$ cat config.mk
export PLATFORM = sky130hd
export DESIGN_NAME = xlat_buffer
export DESIGN_NICKNAME = d
export VERILOG_FILES = /design/src/rtl/xlb_pkg.sv /design/src/rtl/xlb_match.sv /design/src/rtl/xlb_recency.sv /design/src/rtl/xlb_victim.sv /design/src/rtl/xlat_buffer.sv
export SDC_FILE = /design/constraint.sdc
export NUM_CORES = 2
export LEC_CHECK = 0
export CORE_MARGIN = 1.5
export CORE_UTILIZATION = 50
export CTS_CLUSTER_DIAMETER = 60
export CTS_CLUSTER_SIZE = 8
export DETAILED_ROUTE_END_ITERATION = 10
export GPL_TIMING_DRIVEN = 0
export PLACE_DENSITY_LB_ADDON = 0.08
export SYNTH_ARGS = -nofsm -noshare
export SYNTH_HDL_FRONTEND = slang
export SYNTH_SLANG_ARGS = --single-unit
$ cat constraint.sdc
create_clock -name clk -period 13.8 [get_ports clk]
set_input_delay 2.76 -clock clk [delete_from_list [all_inputs] [get_ports clk]]
set_output_delay 2.76 -clock clk [all_outputs]
set_load 0.005 [all_outputs]
$ cat src/rtl/xlb_pkg.sv
package xlb_pkg;

    localparam int VA_W  = 32;
    localparam int PA_W  = 30;
    localparam int OFF_W = 11;
    localparam int VPN_W = VA_W - OFF_W;
    localparam int PPN_W = PA_W - OFF_W;
    localparam int PID_W = 8;
    localparam int AGE_W = 6;
    localparam int RNG_W = 16;

    typedef logic [VPN_W-1:0] vpn_t;
    typedef logic [PPN_W-1:0] ppn_t;
    typedef logic [PID_W-1:0] pid_t;
    typedef logic [AGE_W-1:0] age_t;

    typedef enum logic {
        REPL_LRU    = 1'b0,
        REPL_RANDOM = 1'b1
    } repl_e;

    typedef struct packed {
        vpn_t vpn;
        pid_t pid;
        ppn_t ppn;
    } xlb_entry_t;

    function automatic logic [RNG_W-1:0] rng_step(input logic [RNG_W-1:0] s);
        return {s[RNG_W-2:0], s[15] ^ s[13] ^ s[12] ^ s[10]};
    endfunction

    // Rank of one entry after a move-to-front of the target entry.
    function automatic age_t age_after_touch(input age_t mine, input age_t tgt_age,
                                             input logic is_tgt, input logic en);
        if (!en)
            return mine;
        if (is_tgt)
            return '0;
        if (mine < tgt_age)
            return age_t'(mine + 1'b1);
        return mine;
    endfunction

endpackage

$ cat src/rtl/xlb_match.sv
module xlb_match
    import xlb_pkg::*;
#(
    parameter int N     = 16,
    parameter int IDX_W = $clog2(N)
) (
    input  logic [N-1:0]  valid,
    input  xlb_entry_t    ents [N],
    input  vpn_t          key_vpn,
    input  pid_t          key_pid,
    output logic [N-1:0]  hit_vec,
    output logic          any_hit,
    output logic [IDX_W-1:0] hit_idx
);

    for (genvar i = 0; i < N; i++) begin : g_cmp
        assign hit_vec[i] = valid[i] && (ents[i].vpn == key_vpn) && (ents[i].pid == key_pid);
    end

    assign any_hit = |hit_vec;

    always_comb begin
        hit_idx = '0;
        for (int i = 0; i < N; i++)
            if (hit_vec[i])
                hit_idx = hit_idx | IDX_W'(i);
    end

endmodule

$ cat src/rtl/xlb_recency.sv
module xlb_recency
    import xlb_pkg::*;
#(
    parameter int N     = 16,
    parameter int IDX_W = $clog2(N)
) (
    input  logic             clk,
    input  logic             rst,
    input  logic             ta_en,
    input  logic [IDX_W-1:0] ta_idx,
    input  logic             tb_en,
    input  logic [IDX_W-1:0] tb_idx,
    output logic [IDX_W-1:0] lru_idx
);

    age_t       age_q [N];
    logic [N-1:0] oldest;
    age_t       a_ref;
    age_t       b_ref;

    // Touch A (lookup) is applied first, touch B (refill) on top of it.
    assign a_ref = age_q[ta_idx];
    assign b_ref = age_after_touch(age_q[tb_idx], a_ref, tb_idx == ta_idx, ta_en);

    for (genvar i = 0; i < N; i++) begin : g_age
        age_t mid;
        assign mid       = age_after_touch(age_q[i], a_ref, IDX_W'(i) == ta_idx, ta_en);
        assign oldest[i] = (age_q[i] == AGE_W'(N - 1));
        always_ff @(posedge clk) begin
            if (rst)
                age_q[i] <= AGE_W'(i);
            else
                age_q[i] <= age_after_touch(mid, b_ref, IDX_W'(i) == tb_idx, tb_en);
        end
    end

    always_comb begin
        lru_idx = '0;
        for (int i = 0; i < N; i++)
            if (oldest[i])
                lru_idx = IDX_W'(i);
    end

    // ranks stay a permutation, so exactly one entry is oldest
    a_r9_single_oldest: assert property (@(posedge clk) disable iff (rst)
        $countones(oldest) == 1);

endmodule

$ cat src/rtl/xlb_victim.sv
module xlb_victim
    import xlb_pkg::*;
#(
    parameter int N     = 16,
    parameter int IDX_W = $clog2(N)
) (
    input  logic [N-1:0]     valid,
    input  logic             dup_any,
    input  logic [IDX_W-1:0] dup_idx,
    input  logic [IDX_W-1:0] repl_idx,
    output logic             has_free,
    output logic [IDX_W-1:0] vic_idx
);

    logic [IDX_W-1:0] free_idx;

    always_comb begin
        free_idx = '0;
        for (int i = N - 1; i >= 0; i--)
            if (!valid[i])
                free_idx = IDX_W'(i);
    end

    assign has_free = ~&valid;

    always_comb begin
        if (dup_any)
            vic_idx = dup_idx;
        else if (has_free)
            vic_idx = free_idx;
        else
            vic_idx = repl_idx;
    end

endmodule

$ cat src/rtl/xlat_buffer.sv
module xlat_buffer
    import xlb_pkg::*;
#(
    parameter int    N    = 16,
    parameter repl_e REPL = REPL_LRU
) (
    input  logic             clk,
    input  logic             rst,
    input  logic             lk_valid,
    input  logic             lk_bypass,
    input  logic [VA_W-1:0]  lk_vaddr,
    input  logic [PID_W-1:0] lk_pid,
    output logic             lk_hit,
    output logic [PA_W-1:0]  lk_paddr,
    output logic             walk_req,
    output logic [VPN_W-1:0] walk_vpn,
    output logic [PID_W-1:0] walk_pid,
    input  logic             fill_valid,
    input  logic             fill_allowed,
    input  logic [VPN_W-1:0] fill_vpn,
    input  logic [PID_W-1:0] fill_pid,
    input  logic [PPN_W-1:0] fill_ppn,
    output logic             prot_fault,
    input  logic             flush
);

    localparam int IDX_W = $clog2(N);

    xlb_entry_t       ents_q [N];
    logic [N-1:0]     valid_q;

    logic [N-1:0]     lk_vec;
    logic             lk_any;
    logic [IDX_W-1:0] lk_idx;
    logic [N-1:0]     dup_vec;
    logic             dup_any;
    logic [IDX_W-1:0] dup_idx;
    logic [IDX_W-1:0] lru_idx;
    logic [IDX_W-1:0] repl_idx;
    logic [IDX_W-1:0] vic_idx;
    logic             has_free;
    logic             translate;
    logic             fill_ok;
    vpn_t             lk_vpn;

    assign lk_vpn    = lk_vaddr[VA_W-1:OFF_W];
    assign translate = lk_valid && !lk_bypass;
    assign fill_ok   = fill_valid && fill_allowed && !flush;

    // ---------------- lookup path ----------------
    xlb_match #(.N(N), .IDX_W(IDX_W)) u_lk_match (
        .valid   (valid_q),
        .ents    (ents_q),
        .key_vpn (lk_vpn),
        .key_pid (lk_pid),
        .hit_vec (lk_vec),
        .any_hit (lk_any),
        .hit_idx (lk_idx)
    );

    assign lk_hit   = translate && lk_any;
    assign walk_req = translate && !lk_any;
    assign walk_vpn = lk_vpn;
    assign walk_pid = lk_pid;

    always_comb begin
        if (lk_valid && lk_bypass)
            lk_paddr = lk_vaddr[PA_W-1:0];
        else if (lk_hit)
            lk_paddr = {ents_q[lk_idx].ppn, lk_vaddr[OFF_W-1:0]};
        else
            lk_paddr = '0;
    end

    // ---------------- refill path ----------------
    assign prot_fault = fill_valid && !fill_allowed;

    xlb_match #(.N(N), .IDX_W(IDX_W)) u_fill_match (
        .valid   (valid_q),
        .ents    (ents_q),
        .key_vpn (fill_vpn),
        .key_pid (fill_pid),
        .hit_vec (dup_vec),
        .any_hit (dup_any),
        .hit_idx (dup_idx)
    );

    xlb_recency #(.N(N), .IDX_W(IDX_W)) u_recency (
        .clk     (clk),
        .rst     (rst),
        .ta_en   (lk_hit),
        .ta_idx  (lk_idx),
        .tb_en   (fill_ok),
        .tb_idx  (vic_idx),
        .lru_idx (lru_idx)
    );

    if (REPL == REPL_RANDOM) begin : g_rand
        logic [RNG_W-1:0] rng_q;
        logic [RNG_W-1:0] rng_mod;
        always_ff @(posedge clk) begin
            if (rst)
                rng_q <= 16'hACE1;
            else
                rng_q <= rng_step(rng_q);
        end
        assign rng_mod  = rng_q % RNG_W'(N);
        assign repl_idx = rng_mod[IDX_W-1:0];
    end else begin : g_lru
        assign repl_idx = lru_idx;
    end

    xlb_victim #(.N(N), .IDX_W(IDX_W)) u_victim (
        .valid    (valid_q),
        .dup_any  (dup_any),
        .dup_idx  (dup_idx),
        .repl_idx (repl_idx),
        .has_free (has_free),
        .vic_idx  (vic_idx)
    );

    // ---------------- storage ----------------
    always_ff @(posedge clk) begin
        if (rst) begin
            valid_q <= '0;
            for (int i = 0; i < N; i++)
                ents_q[i] <= '0;
        end else if (flush) begin
            valid_q <= '0;
        end else if (fill_ok) begin
            valid_q[vic_idx] <= 1'b1;
            ents_q[vic_idx]  <= '{vpn: fill_vpn, pid: fill_pid, ppn: fill_ppn};
        end
    end

    // ---------------- assertions ----------------
    // page offset passes through on a hit
    a_r2_offset_pass: assert property (@(posedge clk) disable iff (rst)
        lk_hit |-> lk_paddr[OFF_W-1:0] == lk_vaddr[OFF_W-1:0]);

    // a translation is never held in two entries
    a_r10_one_copy: assert property (@(posedge clk) disable iff (rst)
        $onehot0(lk_vec) && $onehot0(dup_vec));

    // a flush leaves nothing valid
    a_r7_flush_empty: assert property (@(posedge clk) disable iff (rst)
        flush |=> valid_q == '0);

    // a refused refill changes no valid bit
    a_r6_reject_hold: assert property (@(posedge clk) disable iff (rst)
        (fill_valid && !fill_allowed && !flush) |=> $stable(valid_q));

    // while space remains, a new translation lands in a free entry
    a_r8_free_first: assert property (@(posedge clk) disable iff (rst)
        (fill_ok && !dup_any && has_free) |-> !valid_q[vic_idx]);

    // an accepted refill is valid afterwards
    a_r5_fill_lands: assert property (@(posedge clk) disable iff (rst)
        fill_ok |=> valid_q != '0);

    // hit and walk request never together
    a_r3_walk_excl: assert property (@(posedge clk) disable iff (rst)
        !(walk_req && lk_hit));

endmodule

======== Word level (Yosys, flattened, before mapping) ========
Memories as Yosys holds them, arrays and structs flattened.
Index checks and enable logic that the tools add are counted.
word-level totals
  register bits after elaboration ......... 784
  bits in latches ......................... 0
  memory bits (writable) .................. 96
  memory bits (read-only) ................. 0
  input port bits ......................... 95
  output and inout port bits .............. 62
  word-level logic and storage cells ...... 840
  memories ................................ 1
cells by class
  add/sub/neg operators ................... 33
  multipliers ............................. 0
  divide/modulo/power cells ............... 0
  magnitude comparators ................... 38
  eq/ne operators ......................... 110
  shifts and indexed selects .............. 0
  multiplexer cells ....................... 505
  bitwise gates (word level) .............. 20
  reductions and logical operators ........ 84
memory list
  name             depth  bits a word  read ports  clocked after Yosys merged registers in  wr ports  RTL line           source
  u_recency.age_q  16     6            18          0                                        16        xlb_recency.sv:16  age_t age_q [N];
operators with widths
  cell                 count
  $mux 6               230
  $bwmux 768           1
  $eq 21x21->1         32
  $eq 8x8->1           32
  $mux 1               206
  $add 6x1->6 const B  33
  $lt 6x6->1           33
  $bmux 48 s4          1
  $demux 48 s4         1
  $mux 4               42
  $eq 6x4->1 const B   15
  $logic_and 1x1->1    73
  $eq 4x4->1 const A   16
  $mux 30              2
  $mux 48              1
  $mux 19              2
  $mux 3               12
  $eq 3x4->1 const A   8
  $reduce_or 16->1     2
  $eq 2x4->1 const A   4
  $or 1x1->1           16
  $or 16x16->16        1
  $reduce_and 16->1    1
  $mux 2               6
  other kinds (13)     20

======== Longest topological paths before layout ========
  depth in word-level cells ............... 37
  mapped depth ............................ 37
  mapped depth without buffers ............ 32

======== Modules after synthesis ========
Synthesis repeated with hierarchy kept, for this count alone.
unflattened totals
  cells, all modules ...................... 6997
  area total of the unflattened synthesis .. 55722.2 sq um
modules (own cells, without submodules)
  module       times used  cells an instance  area an instance (sq um)  sequential area each (sq um)
  xlat_buffer  1           3777               30167.7                   15695.1
  xlb_recency  1           1764               13993.4                   1921.8
  xlb_match    2           707                5647.9                    0.0
  xlb_victim   1           42                 265.3                     0.0

======== Worst setup path before layout ========
Ideal clock, no wire load.
  path kind ............................... input -> register
  start point ............................. input lk_vaddr[23]
  end point ............................... memory u_recency.age_q[9][3] (netlist name)
  setup time .............................. 0.122 ns
  arrival ................................. 11.381 ns
  required time ........................... 13.678 ns
  slack ................................... 2.297 ns
  cell stages on the path ................. 36
  path buffers ............................ 6
  cells stage by stage .................... clkbuf_1 -> buf_2 -> xnor2_1 -> nand4_1 -> nor4_1 -> a22oi_1 -> nand3_1 -> nor2_1 -> buf_2 -> clkbuf_1 -> buf_1 -> clkbuf_1 -> mux2i_1 -> nand2_1 -> o211ai_1 -> o21ai_0 -> o21ai_0 -> ha_1 -> a21oi_1 -> nor2b_1 -> o21ai_0 -> nand2b_1 -> or3_1 -> o32a_1 -> nand2b_1 -> xnor2_1 -> nand2_1 -> ha_1 -> a21o_1 -> a21oi_1 -> o21a_1 -> o31ai_1 -> maj3_2 -> a2111oi_2 -> mux2_2 -> a221o_1
RTL lines
  item                RTL line           source
  start: declaration  xlat_buffer.sv:11  input logic [VA_W-1:0] lk_vaddr,
  end: declaration    xlb_recency.sv:16

==> results.py <==
metrics = {
    "status": {
        "status": "finished with violations",
        "violations": "max-capacitance violations, max-slew violations",
    },
    "die": {
        "ios": 157,
        "die_h_um": 344,
        "fp.dieW_um": 344,
        "start_util_pct": 50.6,
        "dieArea_mm2": 0.118,
        "num_rows": 124,
        "core_mm2": 0.115,
    },
    "logic_synthesis": {
        "synth_area_mm2": 0.0581,
        "synthAdderAreaFrac_pct": 4.16,
        "synthArstFlopShare_pct": 0,
        "synth_mux_area_share_pct": 5.04,
        "synth_top_area_share_pct": 30.3,
        "synth_cells": 7724,
        "synthSimpleGateAreaFrac_pct": 25.2,
        "synth_top_area_cell": "dfxtp_1",
        "synth-seq-area-share_pct": 30.3,
        "synthFlopType": "dfxtp_1",
        "synth_edf_count": 0,
        "syn-num-nets": 8000,
        "ys_top_cells_by_area": "dfxtp_1 (30%), xnor2_1 (14%), nand2_1 (13%)",
        "synth_top_family_by_area": "simple AND/OR/NAND/NOR gates",
        "yosysWarnings": 0,
        "synth_common_cells": "nand2_1 (1952), xnor2_1 (953), a21oi_1 (880), dfxtp_1 (880), nand4_1 (471)",
        "ys_ff_latch": 880,
        "synth_xor_area_share_pct": 15.4,
        "synth.most_common_cell": "nand2_1",
        "synth_compound_area_share_pct": 14.6,
        "syn_area_per_cell_um2": 7.52,
        "synthDistinctLibCells": 101,
    },
    "clock_network": {
        "clockBufferDepth": 3,
        "cts_root_buf": "clkbuf_16",
        "worstSkewPairLatency_ps": 840,
        "numCtsBuffers": 136,
        "cts.clk_slew.worst_paths_ps": 50,
        "cts_setup_buffers": 0,
        "cts-htree-levels": 4,
        "cts_hold_buffers": 0,
        "cts.sinks": 880,
        "cts_tree": "done",
    },
    "cells_and_area": {
        "fin_util_pct": 56.8,
        "syn_to_final_growth_pct": 12.3,
        "nets": 8227,
        "drive_above_1_share_pct": 7.27,
        "multi_input_area_mm2": 0.0375,
        "ff_latch_area_mm2": 0.0176,
        "fillers": 10837,
    },
    "critical_path": {
        "cp_num_buf_inv": 6,
        "setup.worst_path.start_class": "primary input",
        "r2r.worst_path.cells": 33,
        "cp_data_arrival_time_ps": 14440,
        "criticalPathCategory": "primary input to flop",
        "critical_path.endpoint_type": "flop",
        "cp_top_family": "buffers and inverters",
        "crit_fanout": 16,
        "cpMaxStageDelayCell": "clkbuf_1",
        "max_stage_delay_ps": 750,
        "crit_required_ps": 14500,
        "cp.depth": 35,
    },
    "placement": {
        "gp_congestion": 1.11,
        "numPortBuffers": 79,
        "hpwl_um": 242000,
    },
    "global_route": {
        "grt_pass1_wl_um": 450000,
        "grt-ovfl-total": 0,
        "track_usage_pct": 54.6,
        "grt_max_degree": 19,
        "antenna_found_initial": 26,
        "grt_pass1_vias": 59567,
    },
    "detailed_routing": {
        "num_vias": 65407,
        "drt_iter0_markers": 11728,
        "vias_per_cell": 6.87,
        "wl_per_cell_um": 35.2,
        "drt.antenna.violating_nets": 0,
        "drtPass1Iterations": 8,
        "drcViolationCount": 0,
        "wirelength_um": 335000,
    },
    "sta": {
        "fin_crit_sh_pct": 99.6,
        "rsz0062_at_grt": "no",
        "hold_violations": 0,
        "fmax_mhz": 72.8,
        "setup_viol": 0,
        "min_period_ps": 13740,
        "slew_headroom_pct": -19.4,
        "worst_slew_pin_slew_ps": 1780,
        "fin_skew_ps": 72.1,
        "slew_violations": 196,
    },
    "power_and_ir_drop": {
        "vdd_drop_max_mv": 0.128,
        "p_per_area_mw_per_mm2": 103,
        "leakage_nw": 21.8,
        "power_mw": 6.69,
    },
    "worst_hold_path": {
        "min_path_cells": 2,
        "min_path_type": "flop to flop",
    },
    "flow_run": {
        "maxCapViolCount": 20,
    },
}
worst min-delay path: cells and delay by family (launching register included):
kind,cells,cell delay (ps)
and+or+nand+nor,1,50
DFF,1,300
AOI/OAI and AO/OA,1,50
per-layer routing:
layer  global-route usage (%)  share of wire (%)  up-vias
met3                     26.1                 17     1549
met2                     74.0                 38     5753
li1                         -                  -    27108
met1                     66.7                 36    30977
met5                    0.641              0.046        -
met4                     39.7                8.7       20
kinds of logic (layout without fill, tap and decap cells):
family | count (synthesis) | after routing
compound gates | 1445 | 1445
other cells | 0 | 19
fa+ha+maj | 195 | 195
flops | 880 | 880
buf+inv | 706 | 973
mux | 276 | 276
simple gates | 3198 | 3198
xor+xnor | 1024 | 1024
placed cells by master (no fill, tap or decap), types with 71 or more instances in the layout:
| cell type | count |
|---|---|
| buf_2 | 107 |
| nand2_1 | 1950 |
| nor4_1 | 149 |
| nor2_1 | 180 |
| a21oi_1 | 880 |
| mux2_2 | 107 |
| mux2i_1 | 166 |
| clkbuf_1 | 383 |
| inv_1 | 91 |
| clkdlybuf4s50_1 | 79 |
| o21ai_0 | 177 |
| dfxtp_1 | 880 |
| nand3_1 | 116 |
| xnor2_1 | 953 |
| xor2_1 | 71 |
| ha_1 | 181 |
| clkbuf_16 | 138 |
| nand4_1 | 471 |
| o211ai_1 | 88 |
power breakdown:
part | internal [mW] | switching [mW]
clock network | 1.92 | 1.38
logic | 0.207 | 0.608
registers | 2.56 | 0.0220
sequential cells by signal, indices dropped and copies added, names as in the netlist:
| signal | count |
|---|---|
| ents_q | 768 |
| valid_q | 16 |
| u_recency.age_q | 96 |
what timing repair did:
item	in CTS	in global routing
gates resized for setup	6	22
setup endpoints to repair	71	78
endpoints found under the hold margin	0	0
final timing paths:
path	slack (ps)	end	startpoint
worst max-delay path	60	u_recency.age_q[9][3]	lk_pid[1]
worst min-delay path	450	ents_q[6]	ents_q[6]
worst max register to register	2810	u_recency.age_q[9][3]	ents_q[26]
worst min register to register	450	ents_q[6]	ents_q[6]
metrics by stage:
step | hold slack (ps) | std cells | worst slack, ps | instance area (um^2) | setup TNS [ps]
global placement | 438 | 9315 | -3400 | 60800 | -283430
floorplan | 433 | 7724 | 2300 | 58100 | 0
finish | 452 | 9522 | 60.0 | 65200 | 0
detailed placement | 445 | 9325 | -1380 | 61000 | -86980
global route | 468 | 9508 | 149 | 65200 | 0
CTS | 452 | 9503 | 50.1 | 65100 | 0
area by class of cell:
cell class              count  area share [%]
diodes                     19          0.0729
repair buffers             90            1.45
well taps                1512            2.90
multi-input cells        6138            57.5
flip-flops and latches    880            27.0
plain buffers             612            4.22
clock inverters            26           0.796
clock buffers             152            5.48
inverters                  93           0.535
Note: power is estimated with default switching activity, not from simulation.
